**src/rtl/modem_pkg.sv**
```systemverilog
package modem_pkg;
  localparam int NUM_LINES  = 4;
  localparam int IDX_RI     = 0;
  localparam int IDX_DSR    = 1;
  localparam int IDX_DCD    = 2;
  localparam int IDX_CTS    = 3;
  localparam logic [1:0] ADDR_MODE = 2'd0;
  localparam logic [1:0] ADDR_CTRL = 2'd1;
  localparam logic [1:0] ADDR_MASK = 2'd2;
  localparam int MODE_MODEM = 3;
  localparam int CTRL_ON_BIT  = 0;
  localparam int CTRL_OFF_BIT = 1;
endpackage

```
**src/rtl/modem_sync.sv**
```systemverilog
module modem_sync #(
  parameter int N      = 4,
  parameter int STAGES = 2
) (
  input  logic         clk_i,
  input  logic         rst_ni,
  input  logic [N-1:0] async_i,
  output logic [N-1:0] lvl_o,
  output logic [N-1:0] chg_o
);
  logic [N-1:0] stg_q [STAGES];
  logic [N-1:0] prev_q;

  always_ff @(posedge clk_i or negedge rst_ni) begin
    if (!rst_ni) begin
      for (int s = 0; s < STAGES; s++) stg_q[s] <= '0;
      prev_q <= '0;
    end else begin
      stg_q[0] <= async_i;
      for (int s = 1; s < STAGES; s++) stg_q[s] <= stg_q[s-1];
      prev_q <= stg_q[STAGES-1];
    end
  end

  assign lvl_o = stg_q[STAGES-1];
  assign chg_o = stg_q[STAGES-1] ^ prev_q;

  // a reported change is always one cycle old in prev_q
  p_chg_tracks_r3: assert property (@(posedge clk_i) disable iff (!rst_ni)
    (chg_o != '0) |=> (prev_q == $past(lvl_o)));
endmodule

```
**src/rtl/modem_flags.sv**
```systemverilog
module modem_flags #(
  parameter int N = 4
) (
  input  logic         clk_i,
  input  logic         rst_ni,
  input  logic         en_i,
  input  logic [N-1:0] chg_i,
  input  logic         rd_i,
  input  logic [N-1:0] mask_i,
  output logic [N-1:0] flags_o,
  output logic         irq_o
);
  logic [N-1:0] flag_q;

  always_ff @(posedge clk_i or negedge rst_ni) begin
    if (!rst_ni)     flag_q <= '0;
    else if (!en_i)  flag_q <= '0;
    else             flag_q <= (flag_q & ~{N{rd_i}}) | chg_i;
  end

  assign flags_o = flag_q;
  assign irq_o   = |(flag_q & mask_i);

  p_set_r3: assert property (@(posedge clk_i) disable iff (!rst_ni)
    (en_i && chg_i != '0) |=> ((flags_o & $past(chg_i)) == $past(chg_i)));
  p_read_clear_r4: assert property (@(posedge clk_i) disable iff (!rst_ni)
    (rd_i && chg_i == '0) |=> (flags_o == '0));
  p_irq_masked_r5: assert property (@(posedge clk_i) disable iff (!rst_ni)
    ((flags_o & mask_i) == '0) |-> !irq_o);
endmodule

```
**src/rtl/modem_flow.sv**
```systemverilog
module modem_flow (
  input  logic clk_i,
  input  logic rst_ni,
  input  logic on_i,
  input  logic cts_i,
  input  logic busy_i,
  input  logic pending_i,
  output logic tx_en_o,
  output logic rts_n_o
);
  logic halt_q, halt_d, rts_n_q;

  // halt once no character is in flight; hold until clear-to-send drops
  assign halt_d  = on_i & cts_i & (halt_q | ~busy_i);
  assign tx_en_o = ~halt_d;

  always_ff @(posedge clk_i or negedge rst_ni) begin
    if (!rst_ni) begin
      halt_q  <= 1'b0;
      rts_n_q <= 1'b1;
    end else begin
      halt_q  <= halt_d;
      rts_n_q <= ~(on_i & (pending_i | busy_i));
    end
  end

  assign rts_n_o = rts_n_q;

  p_no_cut_r6: assert property (@(posedge clk_i) disable iff (!rst_ni)
    (busy_i && !halt_q) |-> tx_en_o);
  p_halt_idle_r6: assert property (@(posedge clk_i) disable iff (!rst_ni)
    $rose(halt_q) |-> !$past(busy_i));
  p_resume_r7: assert property (@(posedge clk_i) disable iff (!rst_ni)
    !cts_i |-> tx_en_o);
  p_rts_r8: assert property (@(posedge clk_i) disable iff (!rst_ni)
    (on_i && (pending_i || busy_i)) |=> !rts_n_o);
endmodule

```
**src/rtl/modem_ctrl.sv**
```systemverilog
module modem_ctrl
  import modem_pkg::*;
#(
  parameter int MODE_W      = 3,
  parameter int DATA_W      = 8,
  parameter int SYNC_STAGES = 2
) (
  input  logic              clk_i,
  input  logic              rst_ni,
  input  logic              reg_we_i,
  input  logic [1:0]        reg_addr_i,
  input  logic [DATA_W-1:0] reg_wdata_i,
  input  logic              stat_rd_i,
  output logic [3:0]        stat_o,
  output logic              irq_o,
  input  logic              ri_i,
  input  logic              dsr_i,
  input  logic              dcd_i,
  input  logic              cts_i,
  output logic              dtr_n_o,
  output logic              rts_n_o,
  input  logic              tx_busy_i,
  input  logic              tx_pending_i,
  output logic              tx_en_o
);
  logic [MODE_W-1:0]    mode_q;
  logic                 dtr_en_q;
  logic [NUM_LINES-1:0] mask_q, lines, lvl, chg;
  logic                 modem_on;

  assign modem_on = (mode_q == MODE_W'(MODE_MODEM));

  always_comb begin
    lines          = '0;
    lines[IDX_RI]  = ri_i;
    lines[IDX_DSR] = dsr_i;
    lines[IDX_DCD] = dcd_i;
    lines[IDX_CTS] = cts_i;
  end

  always_ff @(posedge clk_i or negedge rst_ni) begin
    if (!rst_ni) begin
      mode_q   <= '0;
      dtr_en_q <= 1'b0;
      mask_q   <= '0;
    end else if (reg_we_i) begin
      unique case (reg_addr_i)
        ADDR_MODE: mode_q <= reg_wdata_i[MODE_W-1:0];
        ADDR_CTRL: begin
          if (reg_wdata_i[CTRL_OFF_BIT])     dtr_en_q <= 1'b0;
          else if (reg_wdata_i[CTRL_ON_BIT]) dtr_en_q <= 1'b1;
        end
        ADDR_MASK: mask_q <= reg_wdata_i[NUM_LINES-1:0];
        default: ;
      endcase
    end
  end

  assign dtr_n_o = ~(dtr_en_q & modem_on);

  modem_sync #(.N(NUM_LINES), .STAGES(SYNC_STAGES)) u_sync (
    .clk_i(clk_i), .rst_ni(rst_ni), .async_i(lines), .lvl_o(lvl), .chg_o(chg)
  );

  modem_flags #(.N(NUM_LINES)) u_flags (
    .clk_i(clk_i), .rst_ni(rst_ni), .en_i(modem_on), .chg_i(chg),
    .rd_i(stat_rd_i), .mask_i(mask_q), .flags_o(stat_o), .irq_o(irq_o)
  );

  modem_flow u_flow (
    .clk_i(clk_i), .rst_ni(rst_ni), .on_i(modem_on), .cts_i(lvl[IDX_CTS]),
    .busy_i(tx_busy_i), .pending_i(tx_pending_i),
    .tx_en_o(tx_en_o), .rts_n_o(rts_n_o)
  );

  p_mode_idle_r1: assert property (@(posedge clk_i) disable iff (!rst_ni)
    (!modem_on && $past(!modem_on)) |-> (dtr_n_o && rts_n_o && tx_en_o && stat_o == '0));
  p_dtr_off_r2: assert property (@(posedge clk_i) disable iff (!rst_ni)
    (reg_we_i && reg_addr_i == ADDR_CTRL && reg_wdata_i[CTRL_OFF_BIT]) |=> dtr_n_o);
endmodule

```
**config.mk**
```make
export PLATFORM = sky130hd
export DESIGN_NAME = modem_ctrl
export DESIGN_NICKNAME = d
export VERILOG_FILES = /design/src/rtl/modem_pkg.sv /design/src/rtl/modem_sync.sv /design/src/rtl/modem_flags.sv /design/src/rtl/modem_flow.sv /design/src/rtl/modem_ctrl.sv
export SDC_FILE = /design/constraint.sdc
export NUM_CORES = 1
export LEC_CHECK = 0
export CORE_ASPECT_RATIO = 1.2
export CORE_MARGIN = 1
export CORE_UTILIZATION = 28
export DETAILED_ROUTE_END_ITERATION = 6
export GPL_TIMING_DRIVEN = 0
export HOLD_SLACK_MARGIN = 0.03
export PLACE_DENSITY = 0.62
export REMOVE_ABC_BUFFERS = 1
export SYNTH_ARGS = -nofsm -noshare
export SYNTH_HDL_FRONTEND = slang
export SYNTH_SLANG_ARGS = --single-unit
```
**constraint.sdc**
```tcl
create_clock -name clk_i -period 1.24 [get_ports clk_i]
set_clock_uncertainty 0.2 [all_clocks]
set_input_delay 0.186 -clock clk_i [delete_from_list [all_inputs] [get_ports clk_i]]
set_output_delay 0.186 -clock clk_i [all_outputs]
set_load 0.02 [all_outputs]
```
==> flow_summary.yaml, run 1 <==
outcome:
  status: "complete, but fails checks"
  violations: "hold timing, setup timing"
power_and_ir_drop:
  p_leak_nw: 0.5711
  vdd_ir_drop_max_mv: 0.6769
  power_density_mw_per_mm2: 1255
global_route:
  overflow: 0
  antenna_found_initial: 0
  first_global_vias: 598
  grt_pass1_wl_um: 2587
  grt_max_degree: 27
  grt_use_total: 0.1023
worst_setup_path:
  worstSetupStartpoint: "mode_q[2]"
  required_ns: 0.85
  critPathMaxFanout: 4
  cp.arrival_ns: 1.19
  crit_type: "reg2out"
  end_kind: "output pin"
  r2r-start: "mode_q[2]"
  critPathLaunchType: "flop"
layout:
  drive_above_1_share: 0.3404
  diodes: 0
  finalInstanceArea_mm2: 0.001313
  fill_cells: 290
  syn2layout_area_growth_pct: 42.92
  layout.nets: 115
  final_core_util: 0.4257
clock_network:
  ctsLongestPathBuffers: 2
  cts.sinks: 26
  numCtsBuffers: 3
  cts_tree: "done"
  h-tree-depth: 1
  insertion_delay_ns: 0.31
  clockRootBuffer: "clkbuf_4"
  path_clk_slew_ns: 0.13
logic_synthesis:
  ys_types: 17
  synthMuxAreaShare: 0.08583
  ys.flop_type: "dfrtp_1"
  synth-seq-cells: 26
  synth_top_family_by_area: "simple AND/OR/NAND/NOR gates"
  syn_area_um2: 918.4
  yosysTopAreaCell: "dfrtp_1"
  synth_compound_area_frac: 0.05177
  synth-simple-area-share: 0.1144
  synth_edf_count: 0
  yosys-top-cells-count: "25 x dfrtp_1, 7 x mux2_2, 5 x nand2b_1, 4 x a21oi_1, 4 x xnor2_1"
  yosysSeqAreaShare: 0.7098
  synth.most_common_cell: "dfrtp_1"
  synth_fa_ha_area_frac: 0
  synth_xor_area_frac: 0.03815
  synth_top_area_share: 0.6812
  synthTopCellsByArea: "dfrtp_1 68%, mux2_2 8.6%, xnor2_1 3.8%"
  async_flop_share: 1.000
  synth_warnings: 0
  syn_avg_cell_area_um2: 15.31
  syn_inst: 60
detailed_routing:
  wire_per_inst_um: 12.06
  vias_per_cell: 4.508
  drc: 0
  ant_nets: 0
  via_count: 586
  totalWireLength_um: 1568
  first_iter_violations: 4
  drt_pass1_iterations: 3
sta:
  setup_viol: 12
  rsz0062_at_grt: "yes"
  finalWorstSetupSlack_ns: -0.3397
  whs_ns: -0.05641
  finalCritPeriodShare: 1.274
  drv_slew: 0
  tightest_slew_ns: 1.084
  hold_viol: 25
  slew_headroom: 0.2770
  max_freq_mhz: 633.0
  timing.final.crit_period_ns: 1.580
die:
  initial_core_util: 0.2979
  chipWidth_um: 54.28
  fp.coreArea_mm2: 0.003083
  pin_count: 28
  rows: 22
  dieHeight_um: 64.74
  die_area_mm2: 0.003514
flow_run:
  max-cap-violations: 0
placement:
  io_buffers: 23
  pre_cts_ws_ns: -0.5613
  place_area_mm2: 0.001194
  gp_congestion: 0.6649
min_path:
  hp-class: "in2async"
==> layout by cell type (no fill, tap or decap), drive strengths merged <==
| cell type | instances |
|---|---|
| dfrtp | 25 |
| buf | 15 |
| clkdlybuf4s50 | 11 |
| mux2 | 7 |
| nand2b | 5 |
| xnor2 | 4 |
| clkbuf | 4 |
| a21oi | 4 |
| dlygate4sd2 | 3 |
| nand3b | 2 |
| nand2 | 2 |
| a22oi | 2 |
| and3b | 1 |
| o21ai | 1 |
| and3 | 1 |
| nand3 | 1 |
| nor3b | 1 |
| and4b | 1 |
| nand4b | 1 |
| o21a | 1 |
| clkdlybuf4s15 | 1 |
| dfstp | 1 |
==> stage by stage <==
stage	TNS (ns)	total power, mW	instances
2_1_floorplan	0	1.117	60
3_3_place_gp	-17.02	1.256	119
3_5_place_dp	-17.82	1.267	119
4_1_cts	-1.548	1.645	127
6_report	-1.710	1.647	130
5_1_grt	-2.414	1.749	130
==> sequential cells by signal, summed over array words and instances, names as in the netlist <==
name             flops
u_flags.flags_o      4
u_sync.lvl_o         4
u_flow.halt_q        1
mode_q               3
dtr_en_q             1
u_flow.rts_n_o       1
u_sync.stg_q         4
mask_q               4
u_sync.prev_q        4
==> final timing paths <==
path,to,slack (ns),cells past startpoint
min in group clk_i,u_sync.stg_q[6],0.10,1
min reg2reg,u_sync.lvl_o[3],0.16,0
min,u_sync.stg_q[4],-0.06,1
max in group asynchronous,u_sync.stg_q[7],0.24,1
max,tx_en_o,-0.34,3
max reg2reg,u_flags.flags_o[2],-0.09,4
==> report_power, final <==
part	switching [mW]	internal [mW]
Clock	0.216	0.125
Sequential	0.0516	0.935
Combinational	0.130	0.190
==> layer usage <==
metal | GRT usage | vias up | wire, um | share of wire
met2 | 0.1677 | 12 | 823 | 0.52
met3 | 0.02582 | 0 | 72 | 0.046
li1 | - | 277 | - | -
met4 | 0.04808 | 0 | 0 | 0
met5 | 0 | - | 0 | 0
met1 | 0.1205 | 297 | 672 | 0.43
==> critical path, stage by stage (launching register included) <==
cell and delay, ns:
dfrtp_1 0.40, and3b_2 0.28, nand3_2 0.08, buf_6 0.14
==> final cells by class <==
cell class | instances | area (um2) | area share
Sequential cell | 26 | 651.9 | 0.4967
Tap cell | 36 | 45.04 | 0.03432
Timing Repair Buffer | 30 | 297.8 | 0.2269
Multi-Input combinational cell | 34 | 291.5 | 0.2221
Clock buffer | 4 | 26.28 | 0.02002
==> what timing repair did <==
action	in CTS	in global routing
setup buffers	4	4
pin swaps	1	1
resized for setup	54	8
hold endpoints to repair	25	13
setup endpoints to repair	40	23
==> logic make-up (layout without fill, tap and decap cells) <==
logic type,after synthesis,count (layout)
flip-flops,26,26
AND/OR/NAND/NOR,15,15
AO/OA/AOI/OAI,8,8
multiplexers,7,7
XOR/XNOR,4,4
buffers and inverters,0,34
Power figures use the tool's default switching activity.
==> inputs of run 2 (changes only) <==
==> constraint.sdc (replaced) <==
create_clock -name clk_i -period 1.24 [get_ports clk_i]
set_clock_uncertainty 0.2 [all_clocks]
set_input_delay 0.372 -clock clk_i [delete_from_list [all_inputs] [get_ports clk_i]]
set_output_delay 0.372 -clock clk_i [all_outputs]
set_load 0.02 [all_outputs]
==> run 2 against run 1 <==
  * The flow still finishes with violations (hold timing, setup timing)
  * Via count is 1.9% higher
  * Non-clock buffer count stayed put
  * First-iteration DRC count is 25% lower
==> flow_summary.yaml, run 2 (synthesized netlist as in run 1, its figures left out) <==
global_route:
  first_global_vias: 602
  grt_pass1_wl_um: 2656
  antenna_found_initial: 0
  grt_max_degree: 27
  overflow: 0
  grt_use_total: 0.1056
detailed_routing:
  via_count: 597
  drt-met1-wl_um: 700
  drt_pass1_iterations: 2
  wl_met2_um: 842
  wire_per_inst_um: 12.55
  first_iter_violations: 3
  ant_nets: 0
  drc: 0
  totalWireLength_um: 1631
  vias_per_cell: 4.592
  wl_met3_um: 73
  top_layer_used: "met4"
power_and_ir_drop:
  swShare: 0.2438
  power.internal_mw: 1.262
  vdd_ir_drop_max_mv: 0.6769
  p_leak_nw: 0.5793
  combPwrFrac: 0.201
  switchingPower_mw: 0.4069
  power_density_mw_per_mm2: 1258
  p_clk_frac: 0.207
  power_mw: 1.669
  seq_power_share: 0.592
die:
  fp.coreArea_mm2: 0.003083
  rows: 22
  pin_count: 28
  initial_core_util: 0.2979
  chipWidth_um: 54.28
  dieHeight_um: 64.74
  die_area_mm2: 0.003514
clock_network:
  insertion_delay_ns: 0.31
  numCtsBuffers: 3
  cts.sinks: 26
  cts_tree: "done"
  ctsLongestPathBuffers: 2
  path_clk_slew_ns: 0.13
  clockRootBuffer: "clkbuf_4"
  h-tree-depth: 1
sta:
  hold_viol: 25
  fin_tns_setup_ns: -3.255
  finalCritPeriodShare: 1.430
  timing.final.crit_period_ns: 1.773
  finalWorstSetupSlack_ns: -0.5328
  drv_slew: 0
  tightest_slew_ns: 0.6300
  max_freq_mhz: 564.1
  rsz0062_at_grt: "yes"
  setup_viol: 12
  slew_headroom: 0.5800
  whs_ns: -0.05107
worst_setup_path:
  end_kind: "output pin"
  slowest_stage: "dfrtp_1"
  critPathLaunchType: "flop"
  worstPathCellList: "and3b_2 -> nand3_2 -> buf_6"
  slowest_delay_ns: 0.40
  crit_type: "reg2out"
  critPathMaxFanout: 4
  required_ns: 0.67
  cp.arrival_ns: 1.20
placement:
  io_buffers: 23
  gp_congestion: 0.6649
outcome:
  status: "complete, but fails checks"
  violations: "hold timing, setup timing"
layout:
  mostFrequentLayoutCell: "dfrtp_1"
  layout.nets: 115
  diodes: 0
  final_core_util: 0.4302
  drive_above_1_share: 0.3830
  final_cell_mix: "25 x dfrtp_1, 11 x clkdlybuf4s50_1, 11 x buf_6"
  syn2layout_area_growth_pct: 44.41
flow_run:
  max-cap-violations: 0
min_path:
  hp-class: "in2async"
-- run 2: cell type report --
cell class,count,area (um2)
sequential,26,651.9
tap,36,45.04
clock buffer,4,26.28
timing repair buffer,30,300.3
multi-input combinational,34,302.8
fill,297,1757
-- run 2: power groups by stage --
stage          combinational, mW  sequential [mW]  clock, mW
6_report                   0.336            0.987      0.346
3_3_place_gp               0.259            0.997          0
2_1_floorplan              0.111             1.01          0
4_1_cts                    0.304            0.984      0.369
5_1_grt                    0.362             1.00      0.405
3_5_place_dp               0.265             1.00          0
-- run 2: worst paths after layout --
path | end | slack, ns | start | cells past startpoint
worst max-delay path | tx_en_o | -0.53 | mode_q[2] | 3
worst max register to register | u_flags.flags_o[2] | -0.09 | mode_q[2] | 4
max in group asynchronous | u_sync.stg_q[7] | 0.47 | rst_ni | 1
min in group clk_i | u_sync.lvl_o[3] | 0.16 | u_sync.stg_q[7] | 0
worst min register to register | u_sync.lvl_o[3] | 0.16 | u_sync.stg_q[7] | 0
worst min-delay path | u_sync.stg_q[4] | -0.05 | rst_ni | 1
-- run 2: metal layers --
layer | GRT usage | vias up
li1 | - | 277
met1 | 0.1265 | 304
met2 | 0.1723 | 14
met3 | 0.02582 | 2
met4 | 0.04808 | 0
met5 | 0 | -
-- run 2: repair_timing --
| item | CTS | global route |
|---|---|---|
| pin swaps | 1 | 1 |
| buffers inserted | 4 | 4 |
| hold endpoints to repair | 25 | 25 |
| gates resized for setup | 63 | 9 |
| endpoints found under the setup margin | 42 | 12 |
-- run 2: per-stage QoR --
stage          hold WS [ns]  setup slack (ns)  area, um2  cells
6_report           -0.05107           -0.5328       1326    130
5_1_grt            -0.02859           -0.5996       1326    130
4_1_cts            -0.03880           -0.5363       1282    127
3_5_place_dp         0.1396           -0.9333       1194    119
3_3_place_gp         0.1340           -0.9251       1194    119
2_1_floorplan       -0.1236           -0.1244      918.4     60
-- run 2: critical path: cells and delay by family (launching register included) --
family / cells / cell delay (ns)
DFF: 1 / 0.40
and+or+nand+nor: 2 / 0.36
buffers and inverters: 1 / 0.14
==> inputs of run 3 (changes only) <==
--- a/config.mk
+++ b/config.mk
@@ -6,7 +6,7 @@
 export NUM_CORES = 1
 export LEC_CHECK = 0
 export CORE_ASPECT_RATIO = 1.2
-export CORE_MARGIN = 1
+export CORE_MARGIN = 2
 export CORE_UTILIZATION = 28
 export DETAILED_ROUTE_END_ITERATION = 6
 export GPL_TIMING_DRIVEN = 0
==> run 3 against run 2 <==
  * The run still ends with hold timing, setup timing left
  * Combinational power is 3% higher
  * Sequential power about the same
  * Die area grew 6.9%
  * First-iteration DRC count increased to 10 times the previous value
  * Register-to-register slack barely moved
  * Cell area increased by 1.9%
  * Critical path depth is the same
  * Highest routed layer unchanged
==> flow_summary.yaml, run 3 (synthesized netlist as in run 1, its figures left out) <==
detailed_routing:
  drt_pass1_iterations: 2
  wire_per_inst_um: 12.56
  drc: 0
  via_count: 607
  totalWireLength_um: 1671
  vias_per_cell: 4.564
  ant_nets: 0
  first_iter_violations: 30
sta:
  tightest_slew_ns: 0.6255
  whs_ns: -0.05981
  setup_viol: 10
  timing.final.crit_period_ns: 1.791
  slew_headroom: 0.5830
  finalCritPeriodShare: 1.445
  max_freq_mhz: 558.2
  hold_viol: 25
  rsz0062_at_grt: "yes"
  finalWorstSetupSlack_ns: -0.5514
  drv_slew: 0
layout:
  final_cell_mix: "25 x dfrtp_1, 11 x clkdlybuf4s50_1, 10 x buf_6"
  final_core_util: 0.4344
  mostFrequentLayoutCell: "dfrtp_1"
  diodes: 0
  syn2layout_area_growth_pct: 47.14
  layoutNonFillerInstCount: 133
  layout.nets: 118
  drive_above_1_share: 0.4021
global_route:
  antenna_found_initial: 0
  overflow: 0
  grt_pass1_wl_um: 2953
  first_global_vias: 676
  grt_use_total: 0.1035
  grt_max_degree: 27
worst_setup_path:
  end_kind: "output pin"
  cp.arrival_ns: 1.22
  r2r-start: "mode_q[0]"
  r2r_cells: 4
  r2r_slack_ns: -0.09
  critPathMaxFanout: 3
  worstSetupStartpoint: "mode_q[2]"
  critPathLaunchType: "flop"
  crit_type: "reg2out"
  required_ns: 0.67
  r2r-end: "u_flow.halt_q"
clock_network:
  clockRootBuffer: "clkbuf_4"
  ctsLongestPathBuffers: 2
  cts_tree: "done"
  numCtsBuffers: 3
  cts.sinks: 26
  insertion_delay_ns: 0.31
  h-tree-depth: 1
  path_clk_slew_ns: 0.14
outcome:
  status: "complete, but fails checks"
  violations: "hold timing, setup timing"
min_path:
  hp-class: "in2async"
flow_run:
  max-cap-violations: 0
die:
  initial_core_util: 0.2953
  dieHeight_um: 66.74
  chipWidth_um: 56.28
  fp.coreArea_mm2: 0.003110
  pin_count: 28
  die_area_mm2: 0.003756
  rows: 22
placement:
  post-dp-hpwl_um: 1146
  io_buffers: 23
  gp_congestion: 0.7258
  dp_cells: 119
power_and_ir_drop:
  vdd_ir_drop_max_mv: 0.5390
  p_leak_nw: 0.5957
  power_density_mw_per_mm2: 1292
[run 3: changes by cell type in the layout (fill, tap and decap cells not counted), sizes merged]
cell	previous run	this run
buf	15	18
[run 3: per-stage QoR]
step | setup TNS (ns) | hold WS, ns | power, mW | setup WS, ns | instance area, um2
3_3_place_gp | -26.58 | 0.1315 | 1.255 | -0.9300 | 1194
4_1_cts | -3.036 | -0.03118 | 1.710 | -0.5522 | 1281
6_report | -3.021 | -0.05981 | 1.746 | -0.5514 | 1351
2_1_floorplan | -0.4347 | -0.1236 | 1.117 | -0.1244 | 918.4
3_5_place_dp | -28.23 | 0.1347 | 1.264 | -0.9306 | 1194
5_1_grt | -3.640 | -0.02860 | 1.863 | -0.6437 | 1351
[run 3: worst max path at each step]
stage / to / slack, ns / cells past startpoint
final: dtr_n_o / -0.55 / 3
after detailed placement: tx_en_o / -0.93 / 4
after global placement: tx_en_o / -0.93 / 4
after CTS: tx_en_o / -0.55 / 3
after floorplan: tx_en_o / -0.12 / 2
after global routing: tx_en_o / -0.64 / 3
[run 3: layout make-up]
cell class	instances	area (um2)
clock buffers	4	36.28
fillers	304	1759
multi-input cells	34	300.3
flip-flops and latches	26	651.9
well taps	36	45.04
repair buffers	33	317.8
[run 3: worst max-delay path, stage by stage, from the launching register on]
cell     delay (ns)
dfrtp_1        0.41
and3b_2        0.27
nand2_1        0.09
buf_6          0.14
[run 3: report_power, final]
group / internal (mW) / switching (mW)
clock: 0.179 / 0.235
combinational: 0.214 / 0.133
sequential: 0.935 / 0.0491
total: 1.33 / 0.418
[run 3: per-layer routing]
metal / track usage / share of wire / up-vias
met5: 0 / 0 / -
met4: 0.05357 / 0.015 / 0
met3: 0.02524 / 0.039 / 4
met2: 0.1926 / 0.54 / 13
met1: 0.1073 / 0.41 / 306
li1: - / - / 284
[run 3: timing repair]
item / 4_1_cts / 5_1_grt
resized for setup: 59 / 11
hold endpoints to repair: 25 / 25
setup buffers: 4 / 7
setup endpoints to repair: 42 / 10
pin swaps: 1 / 4
